--- src/rtl/pbm_pkg.sv ---
package pbm_pkg;
   typedef enum logic [1:0] {
      GRAN_8K = 2'd0,
      GRAN_4K = 2'd1,
      GRAN_2K = 2'd2,
      GRAN_1K = 2'd3
   } gran_e;

   localparam int unsigned PAGE_W = 3;
   localparam int unsigned OFFS_W = 10;
   localparam int unsigned FADDR_W = 14;
   localparam int unsigned CFG_AW = 4;
   localparam int unsigned DATA_W = 8;
   localparam int unsigned SPR_REGS = 8;
   localparam int unsigned BG_REGS = 4;

   localparam logic [CFG_AW-1:0] CFG_GRAN = 4'd12;
   localparam logic [CFG_AW-1:0] CFG_HIGH = 4'd13;
endpackage

--- src/rtl/pbm_regs.sv ---
module pbm_regs
   import pbm_pkg::*;
#(
   parameter int unsigned HI_W = 2,
   localparam int unsigned REG_W = DATA_W + HI_W
) (
   input  logic                                 clk,
   input  logic                                 rst_n,
   input  logic                                 cfg_we,
   input  logic [CFG_AW-1:0]                    cfg_addr,
   input  logic [DATA_W-1:0]                    cfg_wdata,
   output gran_e                                gran_q,
   output logic [SPR_REGS-1:0][REG_W-1:0]       spr_q,
   output logic [BG_REGS-1:0][REG_W-1:0]        bg_q
);
   logic [HI_W-1:0] hi_q;
   logic [REG_W-1:0] wval;

   assign wval = {hi_q, cfg_wdata};

   always_ff @(posedge clk) begin
      if (!rst_n) begin
         gran_q <= GRAN_8K;
         hi_q   <= '0;
      end else if (cfg_we) begin
         if (cfg_addr == CFG_GRAN) gran_q <= gran_e'(cfg_wdata[1:0]);
         if (cfg_addr == CFG_HIGH) hi_q   <= cfg_wdata[HI_W-1:0];
      end
   end

   for (genvar gi = 0; gi < SPR_REGS; gi++) begin : g_spr
      always_ff @(posedge clk) begin
         if (!rst_n) spr_q[gi] <= '0;
         else if (cfg_we && cfg_addr == CFG_AW'(gi)) spr_q[gi] <= wval;
      end
   end

   for (genvar gj = 0; gj < BG_REGS; gj++) begin : g_bg
      always_ff @(posedge clk) begin
         if (!rst_n) bg_q[gj] <= REG_W'(gj);
         else if (cfg_we && cfg_addr == CFG_AW'(SPR_REGS + gj)) bg_q[gj] <= wval;
      end
   end


   gran_hold_chk: assert property (@(posedge clk) disable iff (!rst_n)
      !(cfg_we && cfg_addr == CFG_GRAN) |=> $stable(gran_q));


   spr7_load_chk: assert property (@(posedge clk) disable iff (!rst_n)
      (cfg_we && cfg_addr == CFG_AW'(7)) |=> spr_q[7][DATA_W-1:0] == $past(cfg_wdata));
endmodule

--- src/rtl/pbm_phase.sv ---
module pbm_phase
   import pbm_pkg::*;
#(
   parameter int unsigned DOT_W    = 9,
   parameter int unsigned TALL_BIT = 5,
   parameter int unsigned DOT_BG_A = 1,
   parameter int unsigned DOT_SPR  = 257,
   parameter int unsigned DOT_BG_B = 321
) (
   input  logic              clk,
   input  logic              rst_n,
   input  logic              ctrl_we,
   input  logic [DATA_W-1:0] ctrl_wdata,
   input  logic              render_en,
   input  logic              line_visible,
   input  logic              dot_tick,
   input  logic [DOT_W-1:0]  dot,
   output logic              tall_q,
   output logic              spr_phase_q
);
   if (TALL_BIT >= DATA_W) begin : g_bad_bit
      $error("pbm_phase: TALL_BIT outside control byte");
   end
   if (DOT_BG_B >= (1 << DOT_W)) begin : g_bad_dot
      $error("pbm_phase: DOT_W too narrow for phase dots");
   end

   logic live;
   assign live = dot_tick && render_en && line_visible;

   always_ff @(posedge clk) begin
      if (!rst_n) begin
         tall_q      <= 1'b0;
         spr_phase_q <= 1'b0;
      end else begin
         if (ctrl_we) tall_q <= ctrl_wdata[TALL_BIT];
         if (live) begin
            if (dot == DOT_W'(DOT_SPR)) spr_phase_q <= 1'b1;
            else if (dot == DOT_W'(DOT_BG_A) || dot == DOT_W'(DOT_BG_B)) spr_phase_q <= 1'b0;
         end
      end
   end


   phase_gate_chk: assert property (@(posedge clk) disable iff (!rst_n)
      !(dot_tick && render_en && line_visible) |=> $stable(spr_phase_q));


   phase_spr_chk: assert property (@(posedge clk) disable iff (!rst_n)
      (dot_tick && render_en && line_visible && dot == DOT_W'(DOT_SPR)) |=> spr_phase_q);


   tall_load_chk: assert property (@(posedge clk) disable iff (!rst_n)
      ctrl_we |=> tall_q == $past(ctrl_wdata[TALL_BIT]));
endmodule

--- src/rtl/pbm_setmap.sv ---
module pbm_setmap
   import pbm_pkg::*;
#(
   parameter int unsigned REG_W  = 10,
   parameter bit          BG_SET = 1'b0,
   parameter int unsigned NREG   = BG_SET ? BG_REGS : SPR_REGS,
   localparam int unsigned RAW_W = REG_W + PAGE_W
) (
   input  gran_e                         gran,
   input  logic [PAGE_W-1:0]             page,
   input  logic [NREG-1:0][REG_W-1:0]    regs,
   output logic [RAW_W-1:0]              raw
);
   if (BG_SET) begin : g_bg
      if (NREG != BG_REGS) begin : g_bad
         $error("pbm_setmap: background group needs four registers");
      end
      always_comb begin
         unique case (gran)
            GRAN_8K: raw = {regs[3], page};
            GRAN_4K: raw = {1'b0, regs[3], page[1:0]};
            GRAN_2K: raw = {2'b0, (page[1] ? regs[3] : regs[1]), page[0]};
            default: raw = {3'b0, regs[page[1:0]]};
         endcase
      end
   end else begin : g_spr
      if (NREG != SPR_REGS) begin : g_bad
         $error("pbm_setmap: sprite group needs eight registers");
      end
      always_comb begin
         unique case (gran)
            GRAN_8K: raw = {regs[7], page};
            GRAN_4K: raw = {1'b0, (page[2] ? regs[7] : regs[3]), page[1:0]};
            GRAN_2K: raw = {2'b0, regs[{page[2:1], 1'b1}], page[0]};
            default: raw = {3'b0, regs[page]};
         endcase
      end
   end
endmodule

--- src/rtl/pbm_mod.sv ---
module pbm_mod #(
   parameter int unsigned IN_W  = 13,
   parameter int unsigned NUM   = 200,
   localparam int unsigned OUT_W = $clog2(NUM),
   localparam int unsigned WIDE  = IN_W + OUT_W + 1
) (
   input  logic [IN_W-1:0]  raw,
   output logic [OUT_W-1:0] rem
);
   if (NUM < 2) begin : g_bad
      $error("pbm_mod: NUM must be at least 2");
   end

   if ((NUM & (NUM - 1)) == 0) begin : g_pow2
      assign rem = raw[OUT_W-1:0];
   end else begin : g_sub
      logic [IN_W-1:0] r;
      always_comb begin
         r = raw;
         for (int i = IN_W - 1; i >= 0; i--) begin
            if (WIDE'(r) >= (WIDE'(NUM) << i)) begin
               r = r - IN_W'(WIDE'(NUM) << i);
            end
         end
      end
      assign rem = r[OUT_W-1:0];


      always_comb begin
         rem_range_chk: assert (WIDE'(r) < WIDE'(NUM));
      end
   end
endmodule

--- src/rtl/pbm_bank_map.sv ---
module pbm_bank_map
   import pbm_pkg::*;
#(
   parameter int unsigned NUM_BANKS = 200,
   parameter int unsigned HI_W      = 2,
   parameter int unsigned DOT_W     = 9,
   parameter int unsigned TALL_BIT  = 5,
   parameter int unsigned DOT_BG_A  = 1,
   parameter int unsigned DOT_SPR   = 257,
   parameter int unsigned DOT_BG_B  = 321,
   localparam int unsigned REG_W    = DATA_W + HI_W,
   localparam int unsigned RAW_W    = REG_W + PAGE_W,
   localparam int unsigned BANK_W   = $clog2(NUM_BANKS)
) (
   input  logic               clk,
   input  logic               rst_n,
   input  logic               cfg_we,
   input  logic [3:0]         cfg_addr,
   input  logic [7:0]         cfg_wdata,
   input  logic               ctrl_we,
   input  logic [7:0]         ctrl_wdata,
   input  logic               render_en,
   input  logic               line_visible,
   input  logic               dot_tick,
   input  logic [DOT_W-1:0]   dot,
   input  logic               fetch_valid,
   input  logic [13:0]        fetch_addr,
   input  logic               fetch_sprite,
   output logic               out_valid,
   output logic [BANK_W-1:0]  bank_o,
   output logic [9:0]         offset_o,
   output logic               zero_o
);
   if (NUM_BANKS < 2) begin : g_bad_banks
      $error("pbm_bank_map: NUM_BANKS must be at least 2");
   end
   if (HI_W < 1) begin : g_bad_hi
      $error("pbm_bank_map: HI_W must be at least 1");
   end

   gran_e                              gran;
   logic [SPR_REGS-1:0][REG_W-1:0]     spr_regs;
   logic [BG_REGS-1:0][REG_W-1:0]      bg_regs;
   logic                               tall;
   logic                               spr_phase;
   logic [RAW_W-1:0]                   raw_spr, raw_bg, raw_sel;
   logic [BANK_W-1:0]                  bank_mod;
   logic                               use_bg;
   logic [PAGE_W-1:0]                  page;

   pbm_regs #(.HI_W(HI_W)) regs_i (
      .clk       (clk),
      .rst_n     (rst_n),
      .cfg_we    (cfg_we),
      .cfg_addr  (cfg_addr),
      .cfg_wdata (cfg_wdata),
      .gran_q    (gran),
      .spr_q     (spr_regs),
      .bg_q      (bg_regs)
   );

   pbm_phase #(
      .DOT_W    (DOT_W),
      .TALL_BIT (TALL_BIT),
      .DOT_BG_A (DOT_BG_A),
      .DOT_SPR  (DOT_SPR),
      .DOT_BG_B (DOT_BG_B)
   ) phase_i (
      .clk          (clk),
      .rst_n        (rst_n),
      .ctrl_we      (ctrl_we),
      .ctrl_wdata   (ctrl_wdata),
      .render_en    (render_en),
      .line_visible (line_visible),
      .dot_tick     (dot_tick),
      .dot          (dot),
      .tall_q       (tall),
      .spr_phase_q  (spr_phase)
   );

   assign page = fetch_addr[12:10];

   pbm_setmap #(.REG_W(REG_W), .BG_SET(1'b0)) spr_map_i (
      .gran (gran),
      .page (page),
      .regs (spr_regs),
      .raw  (raw_spr)
   );

   pbm_setmap #(.REG_W(REG_W), .BG_SET(1'b1)) bg_map_i (
      .gran (gran),
      .page (page),
      .regs (bg_regs),
      .raw  (raw_bg)
   );

   assign use_bg  = tall && !spr_phase && !fetch_sprite;
   assign raw_sel = use_bg ? raw_bg : raw_spr;

   pbm_mod #(.IN_W(RAW_W), .NUM(NUM_BANKS)) mod_i (
      .raw (raw_sel),
      .rem (bank_mod)
   );

   always_ff @(posedge clk) begin
      if (!rst_n) begin
         out_valid <= 1'b0;
         bank_o    <= '0;
         offset_o  <= '0;
         zero_o    <= 1'b0;
      end else begin
         out_valid <= fetch_valid;
         if (fetch_valid) begin
            if (fetch_addr[13]) begin
               bank_o   <= '0;
               offset_o <= '0;
               zero_o   <= 1'b1;
            end else begin
               bank_o   <= bank_mod;
               offset_o <= fetch_addr[9:0];
               zero_o   <= 1'b0;
            end
         end
      end
   end


   valid_lat_chk: assert property (@(posedge clk) disable iff (!rst_n)
      fetch_valid |=> out_valid);


   offset_pass_chk: assert property (@(posedge clk) disable iff (!rst_n)
      (fetch_valid && !fetch_addr[13]) |=> (offset_o == $past(fetch_addr[9:0]) && !zero_o));


   bank_range_chk: assert property (@(posedge clk) disable iff (!rst_n)
      out_valid |-> (32'(bank_o) < NUM_BANKS));


   outside_zero_chk: assert property (@(posedge clk) disable iff (!rst_n)
      (fetch_valid && fetch_addr[13]) |=> (zero_o && bank_o == '0 && offset_o == '0));
endmodule

--- config.mk ---
export PLATFORM = sky130hd
export DESIGN_NAME = pbm_bank_map
export DESIGN_NICKNAME = d
export VERILOG_FILES = /design/src/rtl/pbm_pkg.sv /design/src/rtl/pbm_regs.sv /design/src/rtl/pbm_phase.sv /design/src/rtl/pbm_setmap.sv /design/src/rtl/pbm_mod.sv /design/src/rtl/pbm_bank_map.sv
export SDC_FILE = /design/constraint.sdc
export NUM_CORES = 1
export LEC_CHECK = 0
export ABC_AREA = 1
export BUFFER_PORTS_ARGS = -buffer_cell sky130_fd_sc_hd__buf_2
export CAP_MARGIN = 10
export CORE_ASPECT_RATIO = 1.1
export CORE_UTILIZATION = 50
export DETAILED_ROUTE_END_ITERATION = 10
export PLACE_DENSITY = 0.81
export RECOVER_POWER = 50
export REMOVE_ABC_BUFFERS = 1
export SYNTH_ARGS = -nofsm -noshare
export SYNTH_HDL_FRONTEND = slang
export SYNTH_SLANG_ARGS = --single-unit
--- constraint.sdc ---
create_clock -name clk -period 7.25 [get_ports clk]
set_input_delay 0.3625 -clock clk [delete_from_list [all_inputs] [get_ports clk]]
set_output_delay 0.3625 -clock clk [all_outputs]
set_load 0.05 [all_outputs]
==> results of run 1 <==
flip-flops by register name, indices dropped and copies added (netlist names):
name                 cells
regs_i.spr_q            80
phase_i.tall_q           1
zero_o                   1
regs_i.hi_q              2
regs_i.gran_q            2
out_valid                1
offset_o                10
bank_o                   8
regs_i.bg_q             40
phase_i.spr_phase_q      1
logic make-up (layout without fill, tap and decap cells):
family	after synthesis	in the layout	synth area share [%]
XOR/XNOR	5	5	0.516
flip-flops	146	146	34.4
adder cells (fa/ha/maj)	5	5	0.737
buffers and inverters	185	215	9.29
AO/OA/AOI/OAI	310	310	19.6
AND/OR/NAND/NOR	674	674	35.4
where the power goes:
group | leakage [uW] | internal, uW | switching (uW)
registers | 0.00118 | 827 | 14.4
logic | 0.00272 | 162 | 361
clock network | 0.000262 | 468 | 351
total | 0.00417 | 1460 | 727
stage by stage:
stage	hold slack, ns	std cells
after floorplan	0.423	1252
after global placement	0.435	1527
after detailed placement	0.438	1527
after CTS	0.166	1559
after global routing	0.174	1559
final	0.174	1559
worst max-delay path, delay by kind of cell, from the launching register on:
kind | cells | cell delay, ns
AO/OA/AOI/OAI | 6 | 1.04
adder cells (fa/ha/maj) | 3 | 0.61
buffers and inverters | 5 | 0.60
flip-flops | 1 | 0.58
AND/OR/NAND/NOR | 25 | 2.89
layout by cell type (no fill, tap or decap), types with 4 or more instances in the layout:
cell / instances
sky130_fd_sc_hd__clkbuf_16: 17
sky130_fd_sc_hd__nand3_2: 7
sky130_fd_sc_hd__clkinv_2: 7
sky130_fd_sc_hd__inv_1: 93
sky130_fd_sc_hd__nor2_1: 226
sky130_fd_sc_hd__nand2_4: 16
sky130_fd_sc_hd__buf_2: 40
sky130_fd_sc_hd__a21oi_1: 89
sky130_fd_sc_hd__nand4_1: 6
sky130_fd_sc_hd__clkinvlp_4: 4
sky130_fd_sc_hd__dfxtp_1: 146
sky130_fd_sc_hd__o21ai_1: 22
sky130_fd_sc_hd__nand3b_1: 5
sky130_fd_sc_hd__nand2_2: 22
sky130_fd_sc_hd__ha_1: 5
sky130_fd_sc_hd__clkbuf_1: 29
sky130_fd_sc_hd__nor2_2: 6
sky130_fd_sc_hd__xor2_1: 4
sky130_fd_sc_hd__inv_2: 13
sky130_fd_sc_hd__a22oi_1: 4
sky130_fd_sc_hd__nand2_1: 278
sky130_fd_sc_hd__o211ai_1: 19
sky130_fd_sc_hd__nand3_1: 97
sky130_fd_sc_hd__o21ai_0: 163
metal layers:
metal	vias up	GRT usage, %	wire, um
li1	4350	-	-
met1	4032	36.3	10200
met2	349	47.2	11400
met3	63	5.56	1770
met4	0	13.1	776
met5	-	0	0
how the worst max path moves through the flow:
stage / from / end / cells after the start
2_1_floorplan: fetch_sprite / bank_o[7] / 39
3_3_place_gp: fetch_addr[12] / bank_o[7] / 45
3_5_place_dp: fetch_addr[12] / bank_o[4] / 44
4_1_cts: regs_i.gran_q[1] / bank_o[4] / 41
5_1_grt: regs_i.gran_q[1] / bank_o[3] / 41
6_report: regs_i.gran_q[1] / bank_o[4] / 39
final cells by class:
| cell class | count | area share (%) |
|---|---|---|
| flip-flops and latches | 146 | 31.6 |
| clock inverters | 14 | 1.26 |
| inverters | 112 | 4.61 |
| multi-input cells | 994 | 51.5 |
| well taps | 204 | 2.76 |
| clock buffers | 18 | 4.63 |
| repair buffers | 71 | 3.67 |
==> impl_metrics.env, run 1 <==
export IMPL_grt_max_degree=90
export IMPL_slew_limit_headroom_pct=-118
export IMPL_placementRows=49
export IMPL_num_fill_cells=1580
export IMPL_highest_achievable_clock_rate_ghz=0.173
export IMPL_synthDominantCellAreaShare_pct=34.4
export IMPL_finish_instance_area_um2=9260
export IMPL_vias_per_cell=5.64
export IMPL_critical_path_peak_fanout=14
export IMPL_ctsHtreeMaxLevel=4
export IMPL_via_count_of_the_routed_design=8794
export IMPL_diodes=0
export IMPL_cts_buffers=17
export IMPL_track_usage_pct=28.7
export IMPL_post_route_cells_drive_above_1_share_pct=11.4
export IMPL_crit_top_cell="sky130_fd_sc_hd__nand2_1"
export IMPL_synthDistinctLibCells=45
export IMPL_worst_r2r_startpoint="regs_i.gran_q[1]"
export IMPL_hold_depth=3
export IMPL_violations="capacitance limit, slew limit"
export IMPL_postRouteWirelength_um=24100
export IMPL_crit_reg2reg_capture="bank_o[4]"
export IMPL_p_leak_uw=0.00417
export IMPL_cts_hold_buf=0
export IMPL_clock_sink_count=146
export IMPL_preCtsSetupSlack_ns=1.43
export IMPL_reg2reg_slack_ns=1.46
export IMPL_clk_pin_slew_worst_paths_ns=0.06
export IMPL_synthesis_area_um2=8480
export IMPL_grt_antenna_before_repair=0
export IMPL_worst_ir_drop_vdd_uv=201
export IMPL_ant_nets=0
export IMPL_outcome="finished, violations left"
export IMPL_final_core_util_pct=56.2
export IMPL_worstSkewPairLatency_ns=0.43
export IMPL_yosysWarnings=0
export IMPL_worst_ep_required_time_ns=7.58
export IMPL_post_detail_place_hpwl_um=16000
export IMPL_drt_pass1_iterations=7
export IMPL_rsz0062_at_grt="false"
export IMPL_overflow=0
export IMPL_netlist_instances=1325
export IMPL_floorplan_die_area_um2=17500
export IMPL_min_delay_path_class="in -> reg"
export IMPL_grt_first_pass_wirelength_um=40400
export IMPL_flow_area_growth_from_synthesis_pct=9.19
export IMPL_design_power_total_uw=2180
export IMPL_first_global_vias=8229
export IMPL_critical_path_endpoint_type="flop"
export IMPL_finalWeightedCongestion=0.934
export IMPL_tritoncts="built"
export IMPL_pwr_density_cell_nw_per_um2=236
export IMPL_final_layout_net_count=1399
export IMPL_root_buffer="sky130_fd_sc_hd__clkbuf_16"
export IMPL_cpMaxStageDelayCell="sky130_fd_sc_hd__dfxtp_1"
export IMPL_top_level_i_o_count=72
export IMPL_clock_path_buffers=2
export IMPL_slowest_stage_delay_cp_ns=0.58
export IMPL_time_the_final_worst_path_needs_with_i_o_delays_and_setup_ns=5.79
export IMPL_synth_enable_flop_cells=0
export IMPL_synth_seq_cells=146
export IMPL_synth_seq_area_share_pct=34.4
export IMPL_skew_ns=0.00805
export IMPL_drt_first_iter_violations=989
export IMPL_ys_dominant_reg_cell="sky130_fd_sc_hd__dfxtp_1"
export IMPL_timing_critical_path_arrival_ns=6.12
export IMPL_drv_slew=90
export IMPL_timing_hold_worst_start="fetch_addr[4]"
export IMPL_final_critical_path_setup_slack_ns=1.46
export IMPL_post_synth_main_area_contributors="sky130_fd_sc_hd__dfxtp_1, sky130_fd_sc_hd__nand2_1, sky130_fd_sc_hd__nor2_1"
export IMPL_timing_critical_path_from_type="flop"
export IMPL_cap_violations=1
export IMPL_worst_hold_path_endpoint="offset_o[4]"
export IMPL_worst_r2r_path_depth=39
export IMPL_die_x_um=126
export IMPL_avgRoutedWirePerCell_um=15.5
export IMPL_setup_total_negative_slack_ns=0
export IMPL_placed_area_um2=8760
export IMPL_netlist_top_cell_by_area="sky130_fd_sc_hd__dfxtp_1"
export IMPL_multi_input_comb_area_um2=4770
export IMPL_regArea_um2=2920
export IMPL_initial_core_util_pct=51.4
export IMPL_max_slew_worst_pin_slew_ns=3.27
export IMPL_synth_async_sr_flop_share_pct=0
export IMPL_detail_route_drc_violations=0
export IMPL_post_route_period_util_pct=79.9
export IMPL_die_height_um=139
export IMPL_hold_violations=0
export IMPL_port_buffer_count=64
export IMPL_setup_violations=0
export IMPL_setup_worst_path_class="reg -> reg"
export IMPL_netlist_top_cells_count="sky130_fd_sc_hd__nand2_1, sky130_fd_sc_hd__nor2_1, sky130_fd_sc_hd__o21ai_0, sky130_fd_sc_hd__dfxtp_1, sky130_fd_sc_hd__nand3_1"
export IMPL_synth_most_common_cell="sky130_fd_sc_hd__nand2_1"
export IMPL_design_core_area_um2=16500
export IMPL_synth_avg_cell_area_um2=6.40
export IMPL_cts_resized=0
export IMPL_cts_setup_buffers=0
(Power assumes the default switching activity.)
==> inputs of run 2 (changes only) <==
--- a/config.mk
+++ b/config.mk
@@ -5,13 +5,13 @@
 export SDC_FILE = /design/constraint.sdc
 export NUM_CORES = 1
 export LEC_CHECK = 0
-export ABC_AREA = 1
+export ABC_AREA = 0
 export BUFFER_PORTS_ARGS = -buffer_cell sky130_fd_sc_hd__buf_2
 export CAP_MARGIN = 10
 export CORE_ASPECT_RATIO = 1.1
 export CORE_UTILIZATION = 50
 export DETAILED_ROUTE_END_ITERATION = 10
-export PLACE_DENSITY = 0.81
+export PLACE_DENSITY = 0.8
 export RECOVER_POWER = 50
 export REMOVE_ABC_BUFFERS = 1
 export SYNTH_ARGS = -nofsm -noshare
==> constraint.sdc (replaced) <==
create_clock -name clk -period 5.38 [get_ports clk]
set_input_delay 0.269 -clock clk [delete_from_list [all_inputs] [get_ports clk]]
set_output_delay 0.269 -clock clk [all_outputs]
set_load 0.05 [all_outputs]
==> run 2 against run 1 <==
The flow finishes with violations (capacitance limit, slew limit, setup timing). Clock power is 45% higher. Combinational power is 20% lower. Cell count is 8.0% lower. Clock-buffer cell count stayed put. First-iteration DRC count is 23% lower. Register-to-register slack worse by 1.9 ns. Synthesized cell count is 29% lower. Sequential power is 32% higher. Global-route usage is 2.0 points higher. Hold slack worse by 0.098 ns. Maximum frequency is 0.52% lower. Critical path depth is 12 lower. Critical path type unchanged. Highest routed layer unchanged.
==> impl_metrics.env, run 2 <==
export IMPL_outcome="finished, violations left"
export IMPL_violations="capacitance limit, slew limit, setup timing"
export IMPL_design_core_area_um2=17300
export IMPL_preCtsSetupSlack_ns=-0.832
export IMPL_commonest_non_fill_non_tap_cell_in_the_layout="sky130_fd_sc_hd__buf_4"
export IMPL_clock_sink_count=146
export IMPL_max_slew_worst_pin_slew_ns=2.63
export IMPL_synthesis_area_um2=8950
export IMPL_grt_first_pass_wirelength_um=43500
export IMPL_slew_limit_headroom_pct=-75.4
export IMPL_time_the_final_worst_path_needs_with_i_o_delays_and_setup_ns=5.82
export IMPL_synth_async_sr_flop_share_pct=0
export IMPL_synth_seq_cells=146
export IMPL_global_route_peak_usage_layer="met2"
export IMPL_post_route_period_util_pct=108
export IMPL_most_common_layout_cells="sky130_fd_sc_hd__buf_4, sky130_fd_sc_hd__mux2i_1, sky130_fd_sc_hd__nor2b_1"
export IMPL_diodes=0
export IMPL_clock_path_buffers=2
export IMPL_postRouteWirelength_um=28300
export IMPL_min_delay_path_class="in -> reg"
export IMPL_layout_top_registers="regs_i.spr_q (80), regs_i.bg_q (40), offset_o (10)"
export IMPL_cap_violations=1
export IMPL_floorplan_die_area_um2=18400
export IMPL_via_count_of_the_routed_design=8518
export IMPL_ys_dominant_reg_cell="sky130_fd_sc_hd__dfxtp_1"
export IMPL_hold_violations=0
export IMPL_setup_violations=5
export IMPL_clk_pin_slew_worst_paths_ns=0.07
export IMPL_final_critical_path_setup_slack_ns=-0.442
export IMPL_skew_ns=0.0113
export IMPL_die_x_um=130
export IMPL_placementRows=50
export IMPL_grt_antenna_before_repair=0
export IMPL_timing_critical_path_from_type="flop"
export IMPL_critical_path_endpoint_type="flop"
export IMPL_post_synth_main_area_contributors="sky130_fd_sc_hd__dfxtp_1, sky130_fd_sc_hd__mux2i_1, sky130_fd_sc_hd__nor2b_1"
export IMPL_final_layout_net_count=1244
export IMPL_detail_route_drc_violations=0
export IMPL_top_level_i_o_count=72
export IMPL_drv_slew=82
export IMPL_timing_critical_path_arrival_ns=6.21
export IMPL_worst_ir_drop_vdd_uv=217
export IMPL_worst_ep_required_time_ns=5.77
export IMPL_initial_core_util_pct=51.9
export IMPL_highest_achievable_clock_rate_ghz=0.172
export IMPL_grt_max_degree=82
export IMPL_overflow=0
export IMPL_met2_demand_to_capacity_share_in_global_routing_pct=51.5
export IMPL_critical_path_peak_fanout=5
export IMPL_worstSkewPairLatency_ns=0.44
export IMPL_yosysWarnings=0
export IMPL_finalWeightedCongestion=0.979
export IMPL_p_leak_uw=0.00490
export IMPL_setup_worst_path_class="reg -> reg"
export IMPL_ant_nets=0
export IMPL_synth_most_common_cell="sky130_fd_sc_hd__mux2i_1"
export IMPL_finish_instance_area_um2=11900
export IMPL_port_buffer_count=64
export IMPL_post_detail_place_hpwl_um=19100
export IMPL_drt_pass1_iterations=5
export IMPL_rsz0062_at_grt="true"
export IMPL_ctsHtreeMaxLevel=4
export IMPL_first_global_vias=8427
export IMPL_synthDominantCellAreaShare_pct=32.6
export IMPL_avgRoutedWirePerCell_um=19.7
export IMPL_top_register="regs_i.spr_q"
export IMPL_post_route_cells_drive_above_1_share_pct=35.5
export IMPL_vias_per_cell=5.94
export IMPL_pwr_density_cell_nw_per_um2=228
export IMPL_tritoncts="built"
export IMPL_grt_util_met3_pct=6.80
export IMPL_cts_hold_buf=0
export IMPL_largest_reg_flops=80
export IMPL_synth_avg_cell_area_um2=9.49
export IMPL_flow_area_growth_from_synthesis_pct=32.8
export IMPL_placed_area_um2=10800
export IMPL_reg2reg_slack_ns=-0.44
export IMPL_die_height_um=142
export IMPL_netlist_top_cells_count="sky130_fd_sc_hd__mux2i_1, sky130_fd_sc_hd__dfxtp_1, sky130_fd_sc_hd__nor2b_1, sky130_fd_sc_hd__nand2_1, sky130_fd_sc_hd__clkbuf_1"
export IMPL_netlist_top_cell_by_area="sky130_fd_sc_hd__dfxtp_1"
export IMPL_gr_usage_met1_pct=36.3
export IMPL_netlist_instances=943
export IMPL_root_buffer="sky130_fd_sc_hd__clkbuf_16"
export IMPL_drt_first_iter_violations=765
export IMPL_synth_enable_flop_cells=0
export IMPL_cts_buffers=17
export IMPL_synthDistinctLibCells=92
export IMPL_track_usage_pct=30.7
export IMPL_synth_seq_area_share_pct=32.6
-- run 2: changes by cell type in the layout (fill, tap and decap cells not counted), sizes merged, moves of 12 or more --
cell    previous run  this run
a21oi             91        28
buf               43       264
inv              109        21
mux2               0        16
mux2i              0       164
mux4               0        19
nand2            316        61
nand2b             0        12
nand3            106        17
nor2             235        37
nor2b              0       143
o21ai            188        26
o22ai              2        16
-- run 2: path summary, 6_finish.rpt --
| kind | cells after the start | from | end |
|---|---|---|---|
| worst max-delay path | 27 | regs_i.spr_q[68] | bank_o[4] |
| worst min-delay path | 3 | fetch_addr[5] | offset_o[5] |
| worst max register to register | 27 | regs_i.spr_q[68] | bank_o[4] |
| worst min register to register | 2 | bank_o[7] | bank_o[7] |
-- run 2: metal layers --
layer | up-vias | part of all wire [%]
li1 | 3919 | -
met1 | 4120 | 40
met2 | 359 | 49
met3 | 120 | 6.2
met4 | 0 | 5.0
met5 | - | 0
-- run 2: timing repair --
action	4_1_cts	5_1_grt
setup buffers	13	10
hold endpoints to repair	0	0
resized for setup	53	35
setup endpoints to repair	5	5
pin swaps	23	19
-- run 2: where the power goes --
part           switching (uW)  internal, uW
sequential               11.8          1100
clock                     523           663
combinational             224           194
total                     759          1950
-- run 2: cell families after synthesis --
kind of cell	after synthesis	synth area share (%)
compound gates	180	15.8
xor+xnor	7	0.685
fa+ha+maj	5	0.699
buf+inv	76	4.21
flops	146	32.6
mux	199	25.1
simple gates	330	20.8
-- run 2: cell type report --
cell class,instances,area (um^2)
clock inverter,14,145
timing repair buffer,286,2000
sequential,146,2930
fill,1265,5380
multi-input combinational,721,6020
tap,234,293
inverter,15,57.6
clock buffer,18,439
-- run 2: worst max-delay path, cell delays in order (launching register included) --
cell,delay [ns]
sky130_fd_sc_hd__dfxtp_2,0.32
sky130_fd_sc_hd__mux4_2,0.46
sky130_fd_sc_hd__mux2_4,0.31
sky130_fd_sc_hd__o21ai_4,0.15
sky130_fd_sc_hd__o21ai_2,0.08
sky130_fd_sc_hd__clkinv_2,0.07
sky130_fd_sc_hd__ha_4,0.19
sky130_fd_sc_hd__nand4_1,0.14
sky130_fd_sc_hd__o41a_1,0.31
sky130_fd_sc_hd__o31a_1,0.25
sky130_fd_sc_hd__o21ai_1,0.07
sky130_fd_sc_hd__a211oi_1,0.23
sky130_fd_sc_hd__buf_4,0.17
sky130_fd_sc_hd__nor2_2,0.06
sky130_fd_sc_hd__buf_4,0.16
sky130_fd_sc_hd__a221oi_4,0.33
sky130_fd_sc_hd__o22ai_2,0.16
sky130_fd_sc_hd__buf_4,0.18
sky130_fd_sc_hd__o311ai_4,0.30
sky130_fd_sc_hd__o21ai_4,0.14
sky130_fd_sc_hd__o311ai_4,0.31
sky130_fd_sc_hd__xnor2_2,0.18
sky130_fd_sc_hd__ha_2,0.22
sky130_fd_sc_hd__inv_1,0.06
sky130_fd_sc_hd__a311oi_2,0.36
sky130_fd_sc_hd__o31a_2,0.23
sky130_fd_sc_hd__mux2i_1,0.20
sky130_fd_sc_hd__a22o_1,0.14
-- run 2: metrics by stage --
step	util (%)	cells	setup TNS (ns)	hold WS (ns)	power (uW)
after detailed placement	62.4	1380	-4.05	0.445	1500
after global routing	68.8	1434	-3.04	0.0821	2790
final	68.8	1434	-1.90	0.0758	2710
after CTS	67.6	1424	-1.36	0.0722	2690
after floorplan	-	882	-6.53	0.331	1320
after global placement	62.4	1380	-3.05	0.438	1500
